===== config.mk =====
export PLATFORM = sky130hd
export DESIGN_NAME = btb_fold
export DESIGN_NICKNAME = d
export VERILOG_FILES = /design/src/rtl/btb_pkg.sv /design/src/rtl/btb_addr_split.sv /design/src/rtl/btb_update_ctl.sv /design/src/rtl/btb_store.sv /design/src/rtl/btb_fold.sv
export SDC_FILE = /design/constraint.sdc
export NUM_CORES = 2
export LEC_CHECK = 0
export CAP_MARGIN = 20
export CORE_MARGIN = 1.5
export CORE_UTILIZATION = 24
export CTS_CLUSTER_SIZE = 30
export DETAILED_ROUTE_END_ITERATION = 10
export MAX_ROUTING_LAYER = met4
export SKIP_LAST_GASP = 1
export SYNTH_ARGS = -nofsm -noshare
export SYNTH_HDL_FRONTEND = slang
export SYNTH_SLANG_ARGS = --single-unit

===== constraint.sdc =====
create_clock -name clk_i -period 3.94 [get_ports clk_i]
set_clock_uncertainty 0.05 [all_clocks]
set_input_delay 0.394 -clock clk_i [delete_from_list [all_inputs] [get_ports clk_i]]
set_output_delay 0.394 -clock clk_i [all_outputs]
set_load 0.005 [all_outputs]

===== src/rtl/btb_pkg.sv =====
package btb_pkg;
  typedef enum logic [1:0] {
    ACT_NONE  = 2'd0,
    ACT_WRITE = 2'd1,
    ACT_CLEAR = 2'd2
  } btb_act_e;
endpackage


===== src/rtl/btb_addr_split.sv =====
module btb_addr_split #(
  parameter int PC_W  = 30,
  parameter int IDX_W = 4,
  localparam int TAG_W = PC_W - IDX_W
) (
  input  logic [PC_W-1:0]  pc_i,
  output logic [IDX_W-1:0] idx_o,
  output logic [TAG_W-1:0] tag_o
);
  assign idx_o = pc_i[IDX_W-1:0];
  assign tag_o = pc_i[PC_W-1:IDX_W];
endmodule


===== src/rtl/btb_update_ctl.sv =====
module btb_update_ctl
  import btb_pkg::*;
#(
  parameter int TAG_W = 26
) (
  input  logic             valid_i,
  input  logic             taken_i,
  input  logic [TAG_W-1:0] tag_i,
  input  logic             res_valid_i,
  input  logic [TAG_W-1:0] res_tag_i,
  output btb_act_e         act_o
);
  logic res_match;
  assign res_match = res_valid_i && (res_tag_i == tag_i);

  always_comb begin
    act_o = ACT_NONE;
    if (valid_i) begin
      if (taken_i)        act_o = ACT_WRITE;
      else if (res_match) act_o = ACT_CLEAR;
    end
  end
endmodule


===== src/rtl/btb_store.sv =====
module btb_store
  import btb_pkg::*;
#(
  parameter int ENTRIES = 16,
  parameter int PC_W    = 30,
  parameter int INSTR_W = 32,
  localparam int IDX_W  = $clog2(ENTRIES),
  localparam int TAG_W  = PC_W - IDX_W
) (
  input  logic               clk_i,
  input  logic               rst_ni,
  // lookup read
  input  logic [IDX_W-1:0]   rd_idx_i,
  output logic               rd_valid_o,
  output logic [TAG_W-1:0]   rd_tag_o,
  output logic [PC_W-1:0]    rd_target_o,
  output logic [INSTR_W-1:0] rd_instr_o,
  output logic               rd_uncond_o,
  // update-side residency read
  input  logic [IDX_W-1:0]   chk_idx_i,
  output logic               chk_valid_o,
  output logic [TAG_W-1:0]   chk_tag_o,
  // write
  input  btb_act_e           act_i,
  input  logic [IDX_W-1:0]   wr_idx_i,
  input  logic [TAG_W-1:0]   wr_tag_i,
  input  logic [PC_W-1:0]    wr_target_i,
  input  logic [INSTR_W-1:0] wr_instr_i,
  input  logic               wr_uncond_i
);
  logic               valid_q  [ENTRIES];
  logic [TAG_W-1:0]   tag_q    [ENTRIES];
  logic [PC_W-1:0]    target_q [ENTRIES];
  logic [INSTR_W-1:0] instr_q  [ENTRIES];
  logic               uncond_q [ENTRIES];

  logic [ENTRIES-1:0] wen_vec;
  logic [ENTRIES-1:0] clr_vec;
  logic [ENTRIES-1:0] valid_vec;

  for (genvar g = 0; g < ENTRIES; g++) begin : g_entry
    assign wen_vec[g]   = (act_i == ACT_WRITE) && (wr_idx_i == IDX_W'(g));
    assign clr_vec[g]   = (act_i == ACT_CLEAR) && (wr_idx_i == IDX_W'(g));
    assign valid_vec[g] = valid_q[g];

    always_ff @(posedge clk_i or negedge rst_ni) begin
      if (!rst_ni)         valid_q[g] <= 1'b0;
      else if (wen_vec[g]) valid_q[g] <= 1'b1;
      else if (clr_vec[g]) valid_q[g] <= 1'b0;
    end

    // payload needs no reset: guarded by valid
    always_ff @(posedge clk_i) begin
      if (wen_vec[g]) begin
        tag_q[g]    <= wr_tag_i;
        target_q[g] <= wr_target_i;
        instr_q[g]  <= wr_instr_i;
        uncond_q[g] <= wr_uncond_i;
      end
    end
  end

  assign rd_valid_o  = valid_q[rd_idx_i];
  assign rd_tag_o    = tag_q[rd_idx_i];
  assign rd_target_o = target_q[rd_idx_i];
  assign rd_instr_o  = instr_q[rd_idx_i];
  assign rd_uncond_o = uncond_q[rd_idx_i];
  assign chk_valid_o = valid_q[chk_idx_i];
  assign chk_tag_o   = tag_q[chk_idx_i];

  // direct mapped, one entry touched per cycle
  a_r4_single_entry_write: assert property (@(posedge clk_i) disable iff (!rst_ni)
    $onehot0(wen_vec | clr_vec));

  // a write leaves the entry valid
  a_r3_write_sets_valid: assert property (@(posedge clk_i) disable iff (!rst_ni)
    (act_i == ACT_WRITE) |=> valid_vec[$past(wr_idx_i)]);

  // a clear drops the entry
  a_r7_clear_drops_valid: assert property (@(posedge clk_i) disable iff (!rst_ni)
    (act_i == ACT_CLEAR) |=> !valid_vec[$past(wr_idx_i)]);

  // no action, no change
  a_r10_idle_keeps_state: assert property (@(posedge clk_i) disable iff (!rst_ni)
    (act_i == ACT_NONE) |=> $stable(valid_vec));
endmodule


===== src/rtl/btb_fold.sv =====
module btb_fold
  import btb_pkg::*;
#(
  parameter int ENTRIES = 16,
  parameter int PC_W    = 30,
  parameter int INSTR_W = 32,
  localparam int IDX_W  = $clog2(ENTRIES),
  localparam int TAG_W  = PC_W - IDX_W
) (
  input  logic               clk_i,
  input  logic               rst_ni,
  input  logic [PC_W-1:0]    lk_pc_i,
  output logic               lk_hit_o,
  output logic [PC_W-1:0]    lk_next_pc_o,
  output logic               lk_fold_o,
  output logic [INSTR_W-1:0] lk_fold_instr_o,
  input  logic               up_valid_i,
  input  logic [PC_W-1:0]    up_pc_i,
  input  logic               up_taken_i,
  input  logic               up_uncond_i,
  input  logic [PC_W-1:0]    up_target_i,
  input  logic [INSTR_W-1:0] up_instr_i
);
  logic [IDX_W-1:0]   lk_idx, up_idx;
  logic [TAG_W-1:0]   lk_tag, up_tag;
  logic               rd_valid, rd_uncond, chk_valid;
  logic [TAG_W-1:0]   rd_tag, chk_tag;
  logic [PC_W-1:0]    rd_target;
  logic [INSTR_W-1:0] rd_instr;
  btb_act_e           act;

  btb_addr_split #(.PC_W(PC_W), .IDX_W(IDX_W)) u_lk_split (
    .pc_i(lk_pc_i), .idx_o(lk_idx), .tag_o(lk_tag));

  btb_addr_split #(.PC_W(PC_W), .IDX_W(IDX_W)) u_up_split (
    .pc_i(up_pc_i), .idx_o(up_idx), .tag_o(up_tag));

  btb_update_ctl #(.TAG_W(TAG_W)) u_ctl (
    .valid_i     (up_valid_i),
    .taken_i     (up_taken_i),
    .tag_i       (up_tag),
    .res_valid_i (chk_valid),
    .res_tag_i   (chk_tag),
    .act_o       (act)
  );

  btb_store #(.ENTRIES(ENTRIES), .PC_W(PC_W), .INSTR_W(INSTR_W)) u_store (
    .clk_i       (clk_i),
    .rst_ni      (rst_ni),
    .rd_idx_i    (lk_idx),
    .rd_valid_o  (rd_valid),
    .rd_tag_o    (rd_tag),
    .rd_target_o (rd_target),
    .rd_instr_o  (rd_instr),
    .rd_uncond_o (rd_uncond),
    .chk_idx_i   (up_idx),
    .chk_valid_o (chk_valid),
    .chk_tag_o   (chk_tag),
    .act_i       (act),
    .wr_idx_i    (up_idx),
    .wr_tag_i    (up_tag),
    .wr_target_i (up_target_i),
    .wr_instr_i  (up_instr_i),
    .wr_uncond_i (up_uncond_i)
  );

  logic hit, fold;
  assign hit  = rd_valid && (rd_tag == lk_tag);
  assign fold = hit && rd_uncond;

  always_comb begin
    lk_hit_o        = hit;
    lk_fold_o       = fold;
    lk_fold_instr_o = fold ? rd_instr : '0;
    if (fold)     lk_next_pc_o = rd_target + PC_W'(1); // target already issued
    else if (hit) lk_next_pc_o = rd_target;
    else          lk_next_pc_o = lk_pc_i + PC_W'(1);
  end

  // a taken report is visible to a lookup of the same PC next cycle
  a_r3_hit_after_taken: assert property (@(posedge clk_i) disable iff (!rst_ni)
    ($past(up_valid_i && up_taken_i) && (lk_pc_i == $past(up_pc_i)))
      |-> (lk_hit_o && (lk_fold_o == $past(up_uncond_i))));

  // a not-taken report leaves that PC absent next cycle
  a_r7_miss_after_not_taken: assert property (@(posedge clk_i) disable iff (!rst_ni)
    ($past(up_valid_i && !up_taken_i) && (lk_pc_i == $past(up_pc_i))) |-> !lk_hit_o);

  // folding only on a hit
  a_r6_fold_needs_hit: assert property (@(posedge clk_i) disable iff (!rst_ni)
    lk_fold_o |-> lk_hit_o);

  // no instruction leaks out without folding
  a_r2_no_instr_without_fold: assert property (@(posedge clk_i) disable iff (!rst_ni)
    !lk_fold_o |-> (lk_fold_instr_o == '0));
endmodule


After elaboration in Yosys (flattened, before gate mapping)
Memory sizes are Yosys's and may differ from the RTL's.
Index checks and enable logic that the tools add are counted.
- flip-flop bits (word level): 16
- latch bits: 0
- RAM bits: 1424
- memory bits (read-only): 0
- input port bits: 127
- output and inout port bits: 64
- logic and storage cells: 413
- memories: 4
- add/sub/neg operators: 2
- multipliers: 0
- div/mod/pow operators: 0
- $lt $le $gt $ge: 2
- eq/ne operators: 19
- shift operators: 0
- muxes and demuxes: 256
- bitwise logic cells: 2
- reduce and logical (&&, ||, !) cells: 112
- memories (memory ; depth ; width ; read ports ; clocked after Yosys merged registers in ; write ports ; RTL line ; text):
    u_store.instr_q ; 16 ; 32 ; 1 ; 0 ; 1 ; btb_store.sv:34 ; logic [INSTR_W-1:0] instr_q [ENTRIES];
    u_store.target_q ; 16 ; 30 ; 1 ; 0 ; 1 ; btb_store.sv:33 ; logic [PC_W-1:0] target_q [ENTRIES];
    u_store.tag_q ; 16 ; 26 ; 2 ; 0 ; 1 ; btb_store.sv:32 ; logic [TAG_W-1:0] tag_q [ENTRIES];
    u_store.uncond_q ; 16 ; 1 ; 1 ; 0 ; 1 ; btb_store.sv:35 ; logic uncond_q [ENTRIES];
- operators by type and width (operator ; count):
    2-to-1 mux 32 bit ; 16
    2-to-1 mux 30 bit ; 17
    OR reduction 32 bit ; 15
    OR reduction 30 bit ; 15
    2-to-1 mux 26 bit ; 15
    OR reduction 26 bit ; 15
    2-to-1 mux 4 bit ; 60
    2-to-1 mux 1 bit ; 143
    adder 30 x 1 -> 30 bit (second input constant) ; 2
    equality test 26 bit ; 2
    logical AND 1 bit ; 35
    equality test 4 bit (second input constant) ; 8
    nonzero test 2 bit ; 16
    equality test 4 x 3 -> 1 bit (second input constant) ; 4
    OR reduction 1 bit ; 15
    greater-or-equal comparator 5 bit (second input constant) ; 2
    NOT 4 -> 5 bit ; 2
    binary-select mux 1 bit (select 4 bit) ; 2
    equality test 4 x 2 -> 1 bit (second input constant) ; 2
    2-to-1 mux 2 bit ; 3
    equality test 4 x 1 -> 1 bit (second input constant) ; 1
    zero test 4 bit ; 1
    equality test 2 x 1 -> 1 bit (second input constant) ; 1
    equality test 2 bit (second input constant) ; 1

Depth between registers and ports, before layout
- depth after elaboration: 28
- gate-level depth with buffers: 18
- depth with buffers taken out: 10

By module
Synthesis repeated with hierarchy kept, for this count alone.
- cell total of the unflattened synthesis: 2886
- area, all modules: 59948.7 um^2
- by module, submodules not included (module ; instances ; cells an instance ; area each (um^2) ; sequential area each (um^2)):
    btb_store ; 1 ; 2516 ; 57232.4 ; 43161.4
    btb_fold ; 1 ; 272 ; 1964.4 ; 0.0
    btb_addr_split ; 2 ; 30 ; 225.2 ; 0.0
    btb_update_ctl ; 1 ; 38 ; 301.5 ; 0.0

Worst setup path before layout
OpenSTA, ideal clock, no wires.
- kind: input -> register
- start: input port up_pc_i[3]
- end: register u_store.valid_q[9] (netlist bit)
- setup time: 0.079 ns
- arrival time: 6.009 ns
- required time: 3.811 ns
- slack: -2.198 ns
- stages: 8
- path buffers: 4
- cells stage by stage: buf_2 buf_2 buf_1 nor2b_1 clkbuf_1 nand3_1 nor2_1 o32a_1
- word-level cells in the longest chain between the ends: 11
- elaborated cells between the ends (all ways): 17
- those cells by class: 4 x eq/ne; 7 x mux; 1 x bitwise; 4 x reduce/logical; 1 x memory
- RTL lines (item ; RTL line ; text):
    start, declared ; btb_fold.sv:18 ; input logic [PC_W-1:0] up_pc_i,
    parallel branches: the longest is 9 deep, another holds memory (16 x 26 bit) ; - ;
    logical AND 1 bit (*) ; btb_store.sv:42 ; assign wen_vec[g] = (act_i == ACT_WRITE) && (wr_idx_i == IDX_W'(g));
    named net u_store.wen_vec[6] ; btb_store.sv:37 ; logic [ENTRIES-1:0] wen_vec;
    2-to-1 mux 1 bit or nonzero test 2 bit (tied branches) ; - ;
    end signal, assigned by index ; btb_store.sv:47 ; if (!rst_ni) valid_q[g] <= 1'b0;
    end signal, assigned by index ; btb_store.sv:48 ; else if (wen_vec[g]) valid_q[g] <= 1'b1;
    end signal, assigned by index ; btb_store.sv:49 ; else if (clr_vec[g]) valid_q[g] <= 1'b0;
    end, declared ; btb_store.sv:31 ; logic valid_q [ENTRIES];
Mark *: on every way through the listed nets, which the timed path passes. The select of a mux whose other input is x is not followed.
A chain may end at the register's enable or synchronous reset.

==> metrics.txt <==
gpl congestion 0.913; H-Tree Level Count 4; Final Hold Fails 0; unrepaired setup endpoints after global routing true; Avg Cell Area, Syn 21.2 um^2; Overall Power ~34 mW; share of the synthesized area in the top cell type 0.699; total CTS buffers about 150; Max Freq roughly 210 MHz; vias in the first global route 33800; Synth Cell Area roughly 0.061 mm^2; worst-skew pair later-pin latency around 0.81 ns; area grow syn2layout 25.2%; Max Cap Violations 0; Min-Delay Startpoint up_pc_i[2]; WHS Path Cells 3; met1 wire length 78600 um; Final Max Tran Viols 0; Worst Tran Pin Value 0.942 ns; post-synth net total roughly 3000; synth top area cells edfxtp_1, mux4_2, mux2i_1, xnor2_1, mux4_1; switching pwr 7.70 mW; full die area 0.258 mm^2; Hold WC Path Type primary input to flip-flop; share of power burned in registers 0.505; Comb pwr share 0.084; crit-path max cell delay ~0.57 ns; Setup violations, final 64; layout cell share with drive strength beyond 1 0.372; CTS tree done; GRT Total Usage 0.146; PnR worst setup slack -0.746 ns; DR vias 33800; crit path time final roughly 4.7 ns; final net count approximately 3700; Initial Util 0.241; I/O pins between 150 and 200; Leakage between 20 and 25 nW; routed wire length 187000 um; Core ar. approximately 0.25 mm^2; Port Buffer Count 190; Iteration-0 DRC Markers slightly below 4000; predominant post-synthesis flop cell edfxtp_1; top-count cell post-synth edfxtp_1; async set or reset register ratio after synthesis 0.0111; slowest stage cell, crit path or4_4; Clk pwr share 0.412; hold endpoint u_store.valid_q[3]; chip width slightly above 500 um; Post-DP HPWL 120000 um; post-route antenna net violation count 0; Via density 4.80; grt total ovfl 0; Hold WS 0.275 ns; WP data arrival roughly 4.2 ns; Rows 185; highest routed layer met4; first-pass GRT wire length 262000 um; initial antenna violation count 54; Synth cell types 74; top cells by count, synth edfxtp_1, mux4_2, mux2i_1; Yosys top cell by area edfxtp_1; CTS Root Cell clkbuf_16; FF-to-FF Start u_store.tag_q[6][24]; peak supply drop about 460 uV; wire length on met2 slightly below 90000 um; # clock sinks approximately 1400; Worst EP required between 3 and 4 ns; Worst R2R Path Depth 11; largest net degree at the start of global routing 129; crit end category output port; status finished, violations left; maximum root-to-sink buffer count 3; Crit Path Class flip-flop to output port; Ys Warns 0; Post-synth EDFFs ~1400; r2r endpoint u_store.valid_q[8]; r2r setup slk 0.56 ns; crit path max fanout 7; CP Launch Type flip-flop; period utilization 1.19; failing checks setup timing; Pre-Repair DR Iteration Count 5; P_int 26.3 mW; sw frac 0.227; Critical Path, Cell by Cell mux4_2, mux4_2, xnor2_2, nand4_1, or4_4, buf_12, buf_12, buf_16, mux2i_4, buf_2; Die Y between 500 and 600 um; #FFs+latches synth 1440; synthesized instance count ~2900; met3 wire len 14200 um; Slew HR 0.371; Reg clk slew, reported paths about 0.06 ns; cell area power density 443 mW/mm^2; sequential area share after synthesis 0.706; DRC 0; WL per Instance approximately 27 um; pre-CTS WS -1.25 ns
[worst max path at each step]
stage               slack (ns)                endpoint                   from
global route             -0.81         lk_next_pc_o[8]  u_store.tag_q[15][22]
finish                   -0.75         lk_next_pc_o[9]  u_store.tag_q[14][10]
CTS                      -0.95         lk_next_pc_o[3]   u_store.tag_q[7][10]
floorplan                -0.73  u_store.instr_q[13][0]             up_pc_i[0]
detailed placement       -1.25         lk_next_pc_o[8]             lk_pc_i[1]
global placement         -1.20         lk_next_pc_o[8]             lk_pc_i[1]
[through the flow]
| step | instances | TNS [ns] | util | instance area (um^2) |
|---|---|---|---|---|
| after floorplan | 2878 | -919.61 | - | 61200 |
| after global routing | 7042 | -42.76 | 0.302 | 76600 |
| after global placement | 6732 | -39.74 | 0.280 | 71100 |
| final | 7045 | -36.71 | 0.302 | 76600 |
| after CTS | 7012 | -52.80 | 0.301 | 76400 |
| after detailed placement | 6732 | -42.64 | 0.280 | 71100 |
[critical path, delay by kind of cell, from the launching register on]
family	cells	cell delay (ns)
flops	1	0.40
simple gates	2	0.75
xor+xnor	1	0.17
buf+inv	4	0.68
mux	3	1.40
[layout by cell type (no fill, tap or decap), types with 31 or more instances in the layout]
master and count:
mux2i_1 136, mux4_2 477, nand2_1 66, xnor2_1 61
buf_12 102, clkdlybuf4s50_1 118, xor2_1 35, clkbuf_16 151
buf_2 38, nor2_1 36, edfxtp_1 1424, buf_4 372
clkinv_1 31, nand3_1 41
[cell type report]
class                      count  area, um^2
antenna                       25        62.6
clock buffer                 172        3770
clock inverter                91        1030
fill                       24700      177000
inverter                      24        95.1
multi-input combinational   1236       17300
sequential                  1440       43200
tap                         3366        4210
timing repair buffer         691        6940
[cells by family (layout without fill, tap and decap cells)]
| group | Yosys count | in the layout | share of synthesized area |
|---|---|---|---|
| flops | 1440 | 1440 | 0.706 |
| compound gates | 182 | 182 | 0.0226 |
| mux | 658 | 658 | 0.210 |
| xor+xnor | 99 | 99 | 0.0142 |
| buf+inv | 202 | 978 | 0.0194 |
| fa+ha+maj | 2 | 2 | 0.000409 |
| simple gates | 295 | 295 | 0.0278 |
| other cells | 0 | 25 | 0 |
[routing by layer]
metal	vias to the layer above	global-route usage
met1	18200	0.193
li1	13700	-
met4	0	0.0416
met2	1548	0.228
met3	324	0.0300
met5	-	-
[power by group through the flow]
stage	registers (mW)	logic [mW]	clock network [mW]
after floorplan	17.4	1.42	0
after global placement	17.4	2.78	0
after detailed placement	17.5	2.80	0
after CTS	17.1	2.86	14.2
after global routing	17.1	2.99	14.8
final	17.1	2.84	14.0
[sequential cells by signal (all words and copies together) (netlist names)]
name and count:
u_store.valid_q 16, u_store.instr_q 512, u_store.tag_q 416, u_store.uncond_q 16, u_store.target_q 480
[timing repair]
item,4_1_cts,5_1_grt
pin swaps,13,38
gates resized for setup,111,172
hold endpoints to repair,8,0
setup buffers,16,22
hold buffers,1,0
setup endpoints to repair,64,64
gates cloned,1,5
(Power assumes the default switching activity.)
